--- src/rtl/shr_pkg.sv ---
package shr_pkg;
    typedef enum logic [2:0] {
        OP_SHL  = 3'd0,
        OP_SHR  = 3'd1,
        OP_SAR  = 3'd2,
        OP_SAL  = 3'd3,
        OP_ROTL = 3'd4,
        OP_ROTR = 3'd5,
        OP_RCL  = 3'd6,
        OP_RCR  = 3'd7
    } shr_op_e;
endpackage

--- src/rtl/shr_core.sv ---
module shr_core
    import shr_pkg::*;
#(
    parameter int WIDTH = 32,
    parameter int CW    = $clog2(WIDTH)
) (
    input  logic [WIDTH-1:0] a,
    input  logic [CW-1:0]    n,
    input  shr_op_e          op,
    input  logic             cin,
    output logic [WIDTH-1:0] res,
    output logic             cout,
    output logic             ovf
);
    localparam int RW = WIDTH + 1;

    logic [2*WIDTH-1:0]        ext_l;
    logic [2*WIDTH-1:0]        ext_r;
    logic signed [2*WIDTH-1:0] ext_a;
    logic [2*WIDTH-1:0]        dbl_l;
    logic [2*WIDTH-1:0]        dbl_r;
    logic [RW-1:0]             ring;
    logic [2*RW-1:0]           rdbl_l;
    logic [2*RW-1:0]           rdbl_r;
    logic [CW:0]               eff;
    logic                      sal_v;

    // Counts never reach RW, so count modulo RW equals the count.
    assign eff  = {1'b0, n} % (CW+1)'(RW);
    assign ring = {cin, a};

    always_comb begin
        ext_l  = {{WIDTH{1'b0}}, a} << n;
        ext_r  = {a, {WIDTH{1'b0}}} >> n;
        ext_a  = $signed({a, {WIDTH{1'b0}}}) >>> n;
        dbl_l  = {a, a} << n;
        dbl_r  = {a, a} >> n;
        rdbl_l = {ring, ring} << eff;
        rdbl_r = {ring, ring} >> eff;
    end

    // Overflow of left arithmetic shift: top n+1 bits must all agree.
    always_comb begin
        sal_v = 1'b0;
        for (int i = 1; i < WIDTH; i++) begin
            if (i <= int'(n) && a[WIDTH-1-i] != a[WIDTH-1]) sal_v = 1'b1;
        end
    end

    always_comb begin
        res  = a;
        cout = cin;
        ovf  = 1'b0;
        if (n != '0) begin
            unique case (op)
                OP_SHL, OP_SAL: begin
                    res  = ext_l[WIDTH-1:0];
                    cout = ext_l[WIDTH];
                    ovf  = (op == OP_SAL) && sal_v;
                end
                OP_SHR: begin
                    res  = ext_r[2*WIDTH-1:WIDTH];
                    cout = ext_r[WIDTH-1];
                end
                OP_SAR: begin
                    res  = ext_a[2*WIDTH-1:WIDTH];
                    cout = ext_a[WIDTH-1];
                end
                OP_ROTL: begin
                    res  = dbl_l[2*WIDTH-1:WIDTH];
                    cout = dbl_l[WIDTH];
                end
                OP_ROTR: begin
                    res  = dbl_r[WIDTH-1:0];
                    cout = dbl_r[WIDTH-1];
                end
                OP_RCL: begin
                    res  = rdbl_l[2*RW-2:RW];
                    cout = rdbl_l[2*RW-1];
                end
                OP_RCR: begin
                    res  = rdbl_r[WIDTH-1:0];
                    cout = rdbl_r[WIDTH];
                end
                default: begin
                    res  = a;
                    cout = cin;
                end
            endcase
        end
    end
endmodule

--- src/rtl/shr_flags.sv ---
module shr_flags #(
    parameter int WIDTH = 32
) (
    input  logic [WIDTH-1:0] res,
    output logic             neg,
    output logic             zero
);
    assign neg  = res[WIDTH-1];
    assign zero = ~|res;
endmodule

--- src/rtl/shift_rot_unit.sv ---
module shift_rot_unit
    import shr_pkg::*;
#(
    parameter int WIDTH = 32,
    parameter int CW    = $clog2(WIDTH)
) (
    input  logic             clk,
    input  logic             rst_n,
    input  logic             in_valid,
    input  logic [WIDTH-1:0] operand,
    input  logic [CW-1:0]    count,
    input  logic [2:0]       op,
    input  logic             carry_in,
    output logic             out_valid,
    output logic [WIDTH-1:0] result,
    output logic             carry_out,
    output logic             negative,
    output logic             zero,
    output logic             overflow
);
    typedef struct packed {
        logic             vld;
        logic [WIDTH-1:0] res;
        logic             c;
        logic             n;
        logic             z;
        logic             v;
    } shr_state_t;

    shr_state_t st_d, st_q;
    logic [WIDTH-1:0] core_res;
    logic             core_c, core_v, core_n, core_z;

    shr_core #(.WIDTH(WIDTH), .CW(CW)) u_core (
        .a    (operand),
        .n    (count),
        .op   (shr_op_e'(op)),
        .cin  (carry_in),
        .res  (core_res),
        .cout (core_c),
        .ovf  (core_v)
    );

    shr_flags #(.WIDTH(WIDTH)) u_flags (
        .res  (core_res),
        .neg  (core_n),
        .zero (core_z)
    );

    always_comb begin
        st_d     = st_q;
        st_d.vld = in_valid;
        if (in_valid) begin
            st_d.res = core_res;
            st_d.c   = core_c;
            st_d.n   = core_n;
            st_d.z   = core_z;
            st_d.v   = core_v;
        end
    end

    always_ff @(posedge clk or negedge rst_n) begin
        if (!rst_n) st_q <= '0;
        else        st_q <= st_d;
    end

    assign out_valid = st_q.vld;
    assign result    = st_q.res;
    assign carry_out = st_q.c;
    assign negative  = st_q.n;
    assign zero      = st_q.z;
    assign overflow  = st_q.v;


    cnt0_keep_chk: assert property (@(posedge clk) disable iff (!rst_n)
        (in_valid && count == '0) |=> (result == $past(operand) &&
                                       carry_out == $past(carry_in) && !overflow));

    zero_flag_chk: assert property (@(posedge clk) disable iff (!rst_n)
        out_valid |-> (zero == (result == '0)));

    neg_flag_chk: assert property (@(posedge clk) disable iff (!rst_n)
        out_valid |-> (negative == result[WIDTH-1]));

    no_overflow_chk: assert property (@(posedge clk) disable iff (!rst_n)
        (in_valid && op != 3'(OP_SAL)) |=> !overflow);

    idle_hold_chk: assert property (@(posedge clk) disable iff (!rst_n)
        !in_valid |=> (!out_valid && $stable(result) && $stable(carry_out)));

    shl_fill_chk: assert property (@(posedge clk) disable iff (!rst_n)
        (in_valid && op == 3'(OP_SHL)) |=>
            ((result & ~({WIDTH{1'b1}} << $past(count))) == '0));

    sar_sign_chk: assert property (@(posedge clk) disable iff (!rst_n)
        (in_valid && op == 3'(OP_SAR)) |=> (result[WIDTH-1] == $past(operand[WIDTH-1])));
endmodule

--- config.mk ---
export PLATFORM = sky130hd
export DESIGN_NAME = shift_rot_unit
export DESIGN_NICKNAME = d
export VERILOG_FILES = /design/src/rtl/shr_pkg.sv /design/src/rtl/shr_core.sv /design/src/rtl/shr_flags.sv /design/src/rtl/shift_rot_unit.sv
export SDC_FILE = /design/constraint.sdc
export NUM_CORES = 1
export LEC_CHECK = 0
export BUFFER_PORTS_ARGS = -buffer_cell sky130_fd_sc_hd__buf_2
export CORE_MARGIN = 8
export CORE_UTILIZATION = 30
export DETAILED_ROUTE_END_ITERATION = 6
export PLACE_DENSITY = 0.56
export SLEW_MARGIN = 20
export SYNTH_ARGS = -nofsm -noshare
export SYNTH_HDL_FRONTEND = slang
export SYNTH_SLANG_ARGS = --single-unit
--- constraint.sdc ---
create_clock -name clk -period 0.8 [get_ports clk]
set_clock_uncertainty 0.1 [all_clocks]
set_input_delay 0.08 -clock clk [delete_from_list [all_inputs] [get_ports clk]]
set_output_delay 0.08 -clock clk [all_outputs]
set_load 0.03 [all_outputs]
== Word-level counts from Yosys, hierarchy flattened ==
Cells that the tools add are included.

* Bits in registers: 37

* Divide/modulo/power cells: 1
* Order comparisons: 31
* Eq/ne operators: 38
* Shifts and indexed selects: 7
* Muxes and demuxes: 37
* Reductions and logical operators: 37

{| class="wikitable"
|+ Operator list
! kind !! count
|-
| $pmux 32 s7 || 1
|-
| $le 5x5->1 const A || 16
|-
| $shl 66x6->66 || 1
|-
| $shr 66x6->33 || 1
|-
| $shl 64x5->64 || 1
|-
| $shr 64x5->32 || 1
|-
| $shr 64x5->64 || 1
|-
| $sshr 64x5->64 || 1
|-
| $le 4x5->1 const A || 8
|-
| $mux 1 || 34
|-
| $shl 32x5->33 || 1
|-
| $logic_and 1x1->1 || 32
|-
| $mux 32 || 1
|-
| $reduce_or 32->1 || 1
|-
| $ne 1x1->1 || 31
|-
| $le 3x5->1 const A || 4
|-
| $eq 3x3->1 const B || 4
|-
| $le 2x5->1 const A || 2
|-
| $pmux 1 s7 || 1
|-
| $eq 3x2->1 const B || 2
|-
| $mod 5x6->6 const B || 1
|-
| $le 1x5->1 const A || 1
|-
| $reduce_bool 5->1 || 1
|-
| $eq 3x1->1 const B || 1
|-
| other kinds (3) || 3
|}

== Longest topological paths before layout ==
Gate-level depths: netlist (run 1).

* Word-level depth: 36
* Depth in mapped cells: 16
* Mapped depth without buffers: 9

== Cells and area by module ==
Synthesis (run 1) repeated with hierarchy kept, for this count alone.

* Cell total of the unflattened synthesis: 1271
* Area total of the unflattened synthesis: 9883.2 µm²

{| class="wikitable"
|+ By module, submodules not included
! module !! instances !! cells an instance !! area each (µm²) !! sequential area each (µm²)
|-
| shr_core || 1 || 1182 || 8287.9 || 0.0
|-
| shift_rot_unit || 1 || 77 || 1515.2 || 925.9
|-
| shr_flags || 1 || 12 || 80.1 || 0.0
|}

== Least setup slack after synthesis (run 1) ==
Ideal clock, no wire load.

* Path kind: input port to flip-flop
* From: input count[0]
* To: register st_q, in the netlist carry_out
* Library setup time: 0.125 ns
* Arrival: 2.883 ns
* Data required time: 0.575 ns
* Setup slack: -2.307 ns
* Cell stages on the path: 12
* Path buffers: 5
* Cells stage by stage: buf_2 buf_4 buf_4 buf_2 buf_2 mux4_2 mux4_2 a311oi_1 nor3_1 o21ai_1 nand2_1 mux2_2

* Cells in the longest elaborated chain, start to end: 4
* Elaborated cells on any way between the ends: 11
* Those cells by class: 1 x div; 7 x shift; 2 x mux; 1 x reduce/logical

{| class="wikitable"
|+ Ends and longest elaborated chain
! element !! RTL line !! RTL
|-
| start, declared || shift_rot_unit.sv:11 || <nowiki>input logic [CW-1:0] count,</nowiki>
|-
| $mod 5x6->6 || shr_core.sv:29 || <nowiki>assign eff = {1'b0, n} % (CW+1)'(RW);</nowiki>
|-
| $shr 66x6->33 / $shl 66x6->66 (equally long branches) || shr_core.sv:39, shr_core.sv:38 ||
|-
| $pmux 1 s7 || shr_core.sv:55 || <nowiki>unique case (op)</nowiki>
|-
| $mux 1 (*) || shr_core.sv:54 || <nowiki>if (n != '0) begin</nowiki>
|-
| end signal, assigned || shift_rot_unit.sv:64 || <nowiki>else st_q <= st_d;</nowiki>
|-
| end, declared || shift_rot_unit.sv:30 || <nowiki>shr_state_t st_d, st_q;</nowiki>
|}

Mark *: on every way between the ends. The rest lies on a longest branch, timed or not.
A chain may end at the register's enable or synchronous reset.

== Final worst setup path (run 1) ==
* From: input operand[14]
* To: register st_q, in the netlist zero

* Cells in the longest elaborated chain, start to end: 5
* Elaborated cells on any way between the ends: 11
* Those cells by class: 7 x shift; 2 x mux; 2 x reduce/logical

{| class="wikitable"
|+ Ends and longest elaborated chain
! element !! RTL line !! RTL
|-
| start, declared || shift_rot_unit.sv:10 || <nowiki>input logic [WIDTH-1:0] operand,</nowiki>
|-
| $shr 66x6->33, or another cell as far along || shr_core.sv:39 || <nowiki>rdbl_r = {ring, ring} >> eff;</nowiki>
|-
| $pmux 32 s7 || shr_core.sv:55 ||
|-
| $mux 32 (*) || shr_core.sv:54 ||
|-
| $reduce_or 32->1 (*) || shr_flags.sv:9 || <nowiki>assign zero = ~|res;</nowiki>
|-
| $logic_not 1->1 (*) || shr_flags.sv:9 ||
|}

Marked as above.

==> results.yml, run 1 <==
power:
  fin_total_pwr_uw: 24300
  vdd_drop_max_uv: 854
  powerDensity_nw_per_um2: 1150
  leakage_uw: 0.00900
critical_path:
  cp-start-kind: "primary input"
  crit_buf_inv: 2
  critical-path-top-delay-family: "compound AO/OA/AOI/OAI gates"
  path_cells: "buf_6 > buf_4 > mux4_2 > mux4_2 > a22o_1 > a2111oi_2 > a21oi_1 > o221a_1 > nor4b_4 > nand4b_1 > o32ai_2"
  cp_common_cell: "mux4_2"
  cp_max_fo: 8
  reg2reg_from: "result[20]$_DFFE_PN0P_"
  path_depth: 11
  cpPeakStageDelay_ps: 550
  reg2reg_to: "result[20]$_DFFE_PN0P_"
  startpoint: "operand[14]"
  crit_type: "primary input to register"
  required_ps: 910
  reg2reg_slack_ps: -220
  ff2ff_path_depth: 2
  end_kind: "register"
  crit_end: "zero$_DFFE_PN0P_"
  cp_data_arrival_time_ps: 3110
  slowest_stage: "mux4_2"
global_route:
  grt_max_degree: 37
  track_usage: 0.406
  grt_overflow: 0
  grt_pass1_wl_mm: 130
  first_global_vias: 16600
  antenna_found_initial: 2
drt:
  wirelength_mm: 93.2
  vias: 17000
  vias_per_cell: 6.55
  ant_nets: 0
  drtPass1Iterations: 7
  drt_iter0_markers: 2051
  route.detailed.drc: 6
  wire_per_inst_um: 36.0
placed_design:
  place_area_um2: 17300
  gp_congestion: 1.12
  hpwl_mm: 75.0
  portBuffers: 80
  pre_cts_ws_ps: -3180
run_status:
  violations: "DRC, setup timing"
  status: "finished, violations left"
cells_and_area:
  fin_util: 0.559
  regArea_um2: 903
  fillers: 3463
  design_area_um2: 21100
  final_nets: 2120
  multiInputGateArea_um2: 11200
  area_growth_pct: 83.5
  drive_gt1_frac: 0.635
die:
  die_area_um2: 44800
  die_y_um: 212
  fp-row-count: 71
  start_util: 0.305
  boundaryPins: 81
  dieWidth_um: 212
  core-area_um2: 37700
clocking:
  cts_sinks: 36
  cts_tree: "built"
  clk_pin_slew_worst_paths_ps: 60
  ctsHtreeMaxLevel: 2
  insertion_delay_ps: 300
  clockRootBuffer: "clkbuf_16"
  cts_buffer_depth: 2
  cts_buffers: 5
timing:
  setup_violations: 72
  setup_slack_ps: -2200
  tightest_slew_ps: 809
  finalCritPeriodShare: 3.75
  rsz0062_at_grt: "yes"
  slew_headroom: 0.459
  clock.fmax_mhz: 333
  fin_setup_tns_ps: -70650
  drv_slew: 0
  hold_violations: 0
  fin_crit_ps: 3000
logic_synthesis:
  synthArstFlopShare: 1.00
  synth_seq_cells: 36
  seq_area_frac_synth: 0.0785
  yosysWarnings: 0
  synth_edf_count: 0
  synth_area_um2: 11500
  synthTopCellsByArea: "mux4_2 (22%), mux2_2 (8.6%), dfrtp_1 (7.8%)"
  ys_types: 88
  synthCells: 1367
  synthFlopType: "dfrtp_1"
  yosys.area.top_type_share: 0.224
  synth.avg_cell_area_um2: 8.40
  yosysTopAreaCell: "mux4_2"
  synth_nets: 1411
flow_run:
  maxCapViolCount: 0
hold_path:
  hold_path_class: "primary input to register"
layout make-up:
class,count,area share
clock inverter,3,0.00202
timing repair buffer,890,0.382
tap,511,0.0303
multi-input combinational,1127,0.533
antenna,3,0.000356
sequential,36,0.0429
clock buffer,5,0.00594
inverter,16,0.00339
metal layers:
layer | track usage | up-vias | wire, um
met4 | 0.234 | 0 | 7540
met3 | 0.104 | 371 | 10700
met1 | 0.527 | 8426 | 36100
met2 | 0.604 | 1328 | 38900
li1 | - | 6839 | -
met5 | 0 | - | 0
layout by cell type, fill, tap and decap left out, drive strengths merged, types with 8 or more instances in the layout:
cell,Yosys,final
buf,73,885
nand2,124,124
mux4,118,118
mux2,96,96
nor2,88,88
mux2i,83,83
a21oi,76,76
o21ai,68,68
nand3,45,45
dfrtp,36,36
o211ai,28,28
o22ai,27,27
a211oi,22,22
nor3,20,20
a31oi,20,20
nand2b,17,17
inv,15,15
nand4,13,13
and2,13,13
and3,13,13
a21o,12,12
o31ai,12,12
or3,11,11
xnor2,10,10
nor2b,10,10
a22oi,10,10
or2,10,10
a211o,9,9
a221oi,9,9
nor4,9,9
clkbuf,115,8
xor2,8,8
o221ai,8,8
a2111oi,8,8
o311ai,8,8
cells in the mapped netlist (14+ instances only):
cell	count
dfrtp_1	36
a211oi_1	22
clkbuf_1	115
nand2b_1	17
nor2_1	88
mux2i_1	83
buf_2	38
o211ai_1	28
a21oi_1	76
nand2_1	124
mux2_2	88
a31oi_1	20
mux4_2	114
buf_1	14
o22ai_1	27
o21ai_0	61
nand3_1	45
nor3_1	20
logic make-up (layout without fill, tap and decap cells):
logic type,count (synthesis),after routing,synth area share
muxes,297,297,0.399
AOI/OAI and AO/OA,414,414,0.256
buffers and inverters,204,914,0.0835
xor gates and xnor gates,18,18,0.0137
DFF,36,36,0.0785
other,0,3,0
and+or+nand+nor,398,398,0.169
state kept, by name, indices dropped and copies added, names as in the netlist:
register / cells
out_valid: 1
result: 32
zero: 1
carry_out: 1
overflow: 1
worst min path at each step:
stage | from | endpoint | slack, ps | depth (start not counted)
floorplan | rst_n | carry_out$_DFFE_PN0P_ | -320 | 0
detailed placement | rst_n | result[2]$_DFFE_PN0P_ | -40 | 2
finish | in_valid | out_valid$_DFF_PN0_ | 40 | 2
global placement | rst_n | result[27]$_DFFE_PN0P_ | -50 | 2
global route | in_valid | out_valid$_DFF_PN0_ | 30 | 2
CTS | in_valid | out_valid$_DFF_PN0_ | 20 | 2
power breakdown:
part	internal, uW	switching, uW
clock	1470	962
combinational	9310	10000
sequential	2180	307
total	13000	11300
per-stage QoR:
step / hold WS (ps) / cells
after floorplan: -316 / 1367
after global placement: -48.1 / 2446
after detailed placement: -36.5 / 2446
after CTS: 23.1 / 2545
after global routing: 31.3 / 2588
final: 36.8 / 2591
repair_timing:
item | 4_1_cts | 5_1_grt
hold buffers | 1 | 0
endpoints found under the hold margin | 36 | 0
endpoints found under the setup margin | 72 | 72
setup buffers | 105 | 56
pin swaps | 94 | 67
gates cloned | 4 | 3
gates resized for setup | 465 | 110
No activity file was read; power rests on OpenSTA's default activity.
==> run 2: changes to the inputs <==
Settings changed: CORE_ASPECT_RATIO set to 0.5, PLACE_DENSITY 0.56 to 0.54.
Clock period 0.8 ns to 3.5 ns, I/O delays scaled along.
==> results.yml, run 2 (synthesized netlist as in run 1, its figures left out) <==
critical_path:
  cp-start-kind: "primary input"
  cp_max_fo: 23
  required_ps: 3600
  crit_type: "primary input to register"
  end_kind: "register"
  cp_data_arrival_time_ps: 3550
  reg2reg_slack_ps: 2620
cells_and_area:
  design_area_um2: 16500
  area_growth_pct: 43.7
  final_cell_count_no_fill: 2331
  layout_commonest_cell: "buf_4"
  drive_gt1_frac: 0.493
  final_nets: 1875
  fin_util: 0.439
  largest_reg_flops: 32
  final_cell_mix: "buf_4 (539), nand2_1 (124), mux4_2 (115)"
clocking:
  post-cts-setup-buffers: 0
  insertion_delay_ps: 290
  cts_sinks: 36
  clk_pin_slew_worst_paths_ps: 70
  cts_buffers: 5
  clockRootBuffer: "clkbuf_16"
  cts_hold_buf: 0
  ctsHtreeMaxLevel: 2
  cts_buffer_depth: 2
  cts_tree: "built"
die:
  die_area_um2: 45200
  die_y_um: 154
  boundaryPins: 81
  core-area_um2: 37500
  start_util: 0.306
  dieWidth_um: 293
  fp-row-count: 50
drt:
  wirelength_mm: 90.0
  vias_per_cell: 6.76
  drt_iter0_markers: 2770
  drtPass1Iterations: 7
  wire_per_inst_um: 38.6
  ant_nets: 0
  route.detailed.drc: 0
  vias: 15700
timing:
  fin_crit_ps: 3450
  tightest_slew_ps: 884
  clock.fmax_mhz: 290
  slew_headroom: 0.408
  fin_setup_tns_ps: 0
  setup_violations: 0
  rsz0062_at_grt: "no"
  drv_slew: 0
  hold_violations: 0
  finalCritPeriodShare: 0.986
global_route:
  first_global_vias: 14700
  track_usage: 0.380
  antenna_found_initial: 5
  grt_overflow: 0
  grt_max_degree: 54
  grt_pass1_wl_mm: 122
flow_run:
  maxCapViolCount: 0
run_status:
  status: "complete, no violations"
placed_design:
  post-place-cells: 2318
  portBuffers: 80
  gp_congestion: 1.11
  hpwl_mm: 74.5
  place_area_um2: 16100
power:
  leakage_uw: 0.00694
  powerDensity_nw_per_um2: 277
  fin_total_pwr_uw: 4570
  vdd_drop_max_uv: 177
hold_path:
  hold_path_class: "primary input to asynchronous set/reset pin"
==> run 2: changes by cell type in the layout (fill, tap and decap cells not counted), sizes merged <==
cell         delta
clkinvlp        -1
clkinv          +1
dlygate4sd3     -1
inv             -1
buf           -240
bufbuf          -1
clkbuf          -2
diode           +2
==> run 2: final cells by class <==
cell class                      count  area (um^2)
Fill cell                        3853        21000
Multi-Input combinational cell   1127         9770
Timing Repair Buffer              645         4970
Sequential cell                    36          901
Tap cell                          494          618
Clock buffer                        6          129
Inverter                           16         61.3
Clock inverter                      2         35.0
Antenna cell                        5         12.5
==> run 2: stage by stage <==
step / hold WS (ps) / setup slack (ps)
after detailed placement: 384 / -454
final: 64.3 / 49.8
after global placement: 370 / -551
after global routing: 155 / 2.38
after CTS: 105 / 43.9
after floorplan: -45.6 / 123
==> run 2: worst paths after layout <==
check	endpoint	start	depth (start not counted)
setup / recovery	zero$_DFFE_PN0P_	count[1]	15
hold / removal	result[11]$_DFFE_PN0P_	rst_n	1
setup reg to reg	overflow$_DFFE_PN0P_	overflow$_DFFE_PN0P_	2
hold reg to reg	result[16]$_DFFE_PN0P_	result[16]$_DFFE_PN0P_	1
max in group asynchronous	result[12]$_DFFE_PN0P_	rst_n	1
min in group clk	result[16]$_DFFE_PN0P_	result[16]$_DFFE_PN0P_	1
==> run 2: worst max-delay path, cell delays in order <==
cell       delay [ps]
buf_12            170
buf_8             210
buf_4             170
mux4_2            350
buf_4             180
and2_1            160
buf_4             130
a21oi_1           350
o21ai_0           330
nor4_1            290
buf_4             190
o21ai_0            80
nand3_1           180
nand4bb_1         170
o32ai_2           220
==> run 2: routing by layer <==
layer / vias to the layer above / global-route usage / wire [um]
met5: - / 0 / 120
met4: 6 / 0.116 / 3380
met3: 232 / 0.201 / 16100
met2: 1432 / 0.490 / 32900
met1: 7724 / 0.531 / 37500
li1: 6353 / - / -
==> run 2: timing repair <==
| action | in CTS | in global routing |
|---|---|---|
| hold endpoints to repair | 0 | 0 |
| pin swaps | 0 | 10 |
| endpoints found under the setup margin | 1 | 1 |
| gates resized for setup | 10 | 37 |
==> run 2: where the power goes <==
| group | internal (uW) | total, uW | switching, uW |
|---|---|---|---|
| logic | 1430 | 3510 | 2080 |
| clock network | 335 | 520 | 185 |
| registers | 497 | 537 | 40.2 |
| total | 2260 | 4570 | 2310 |
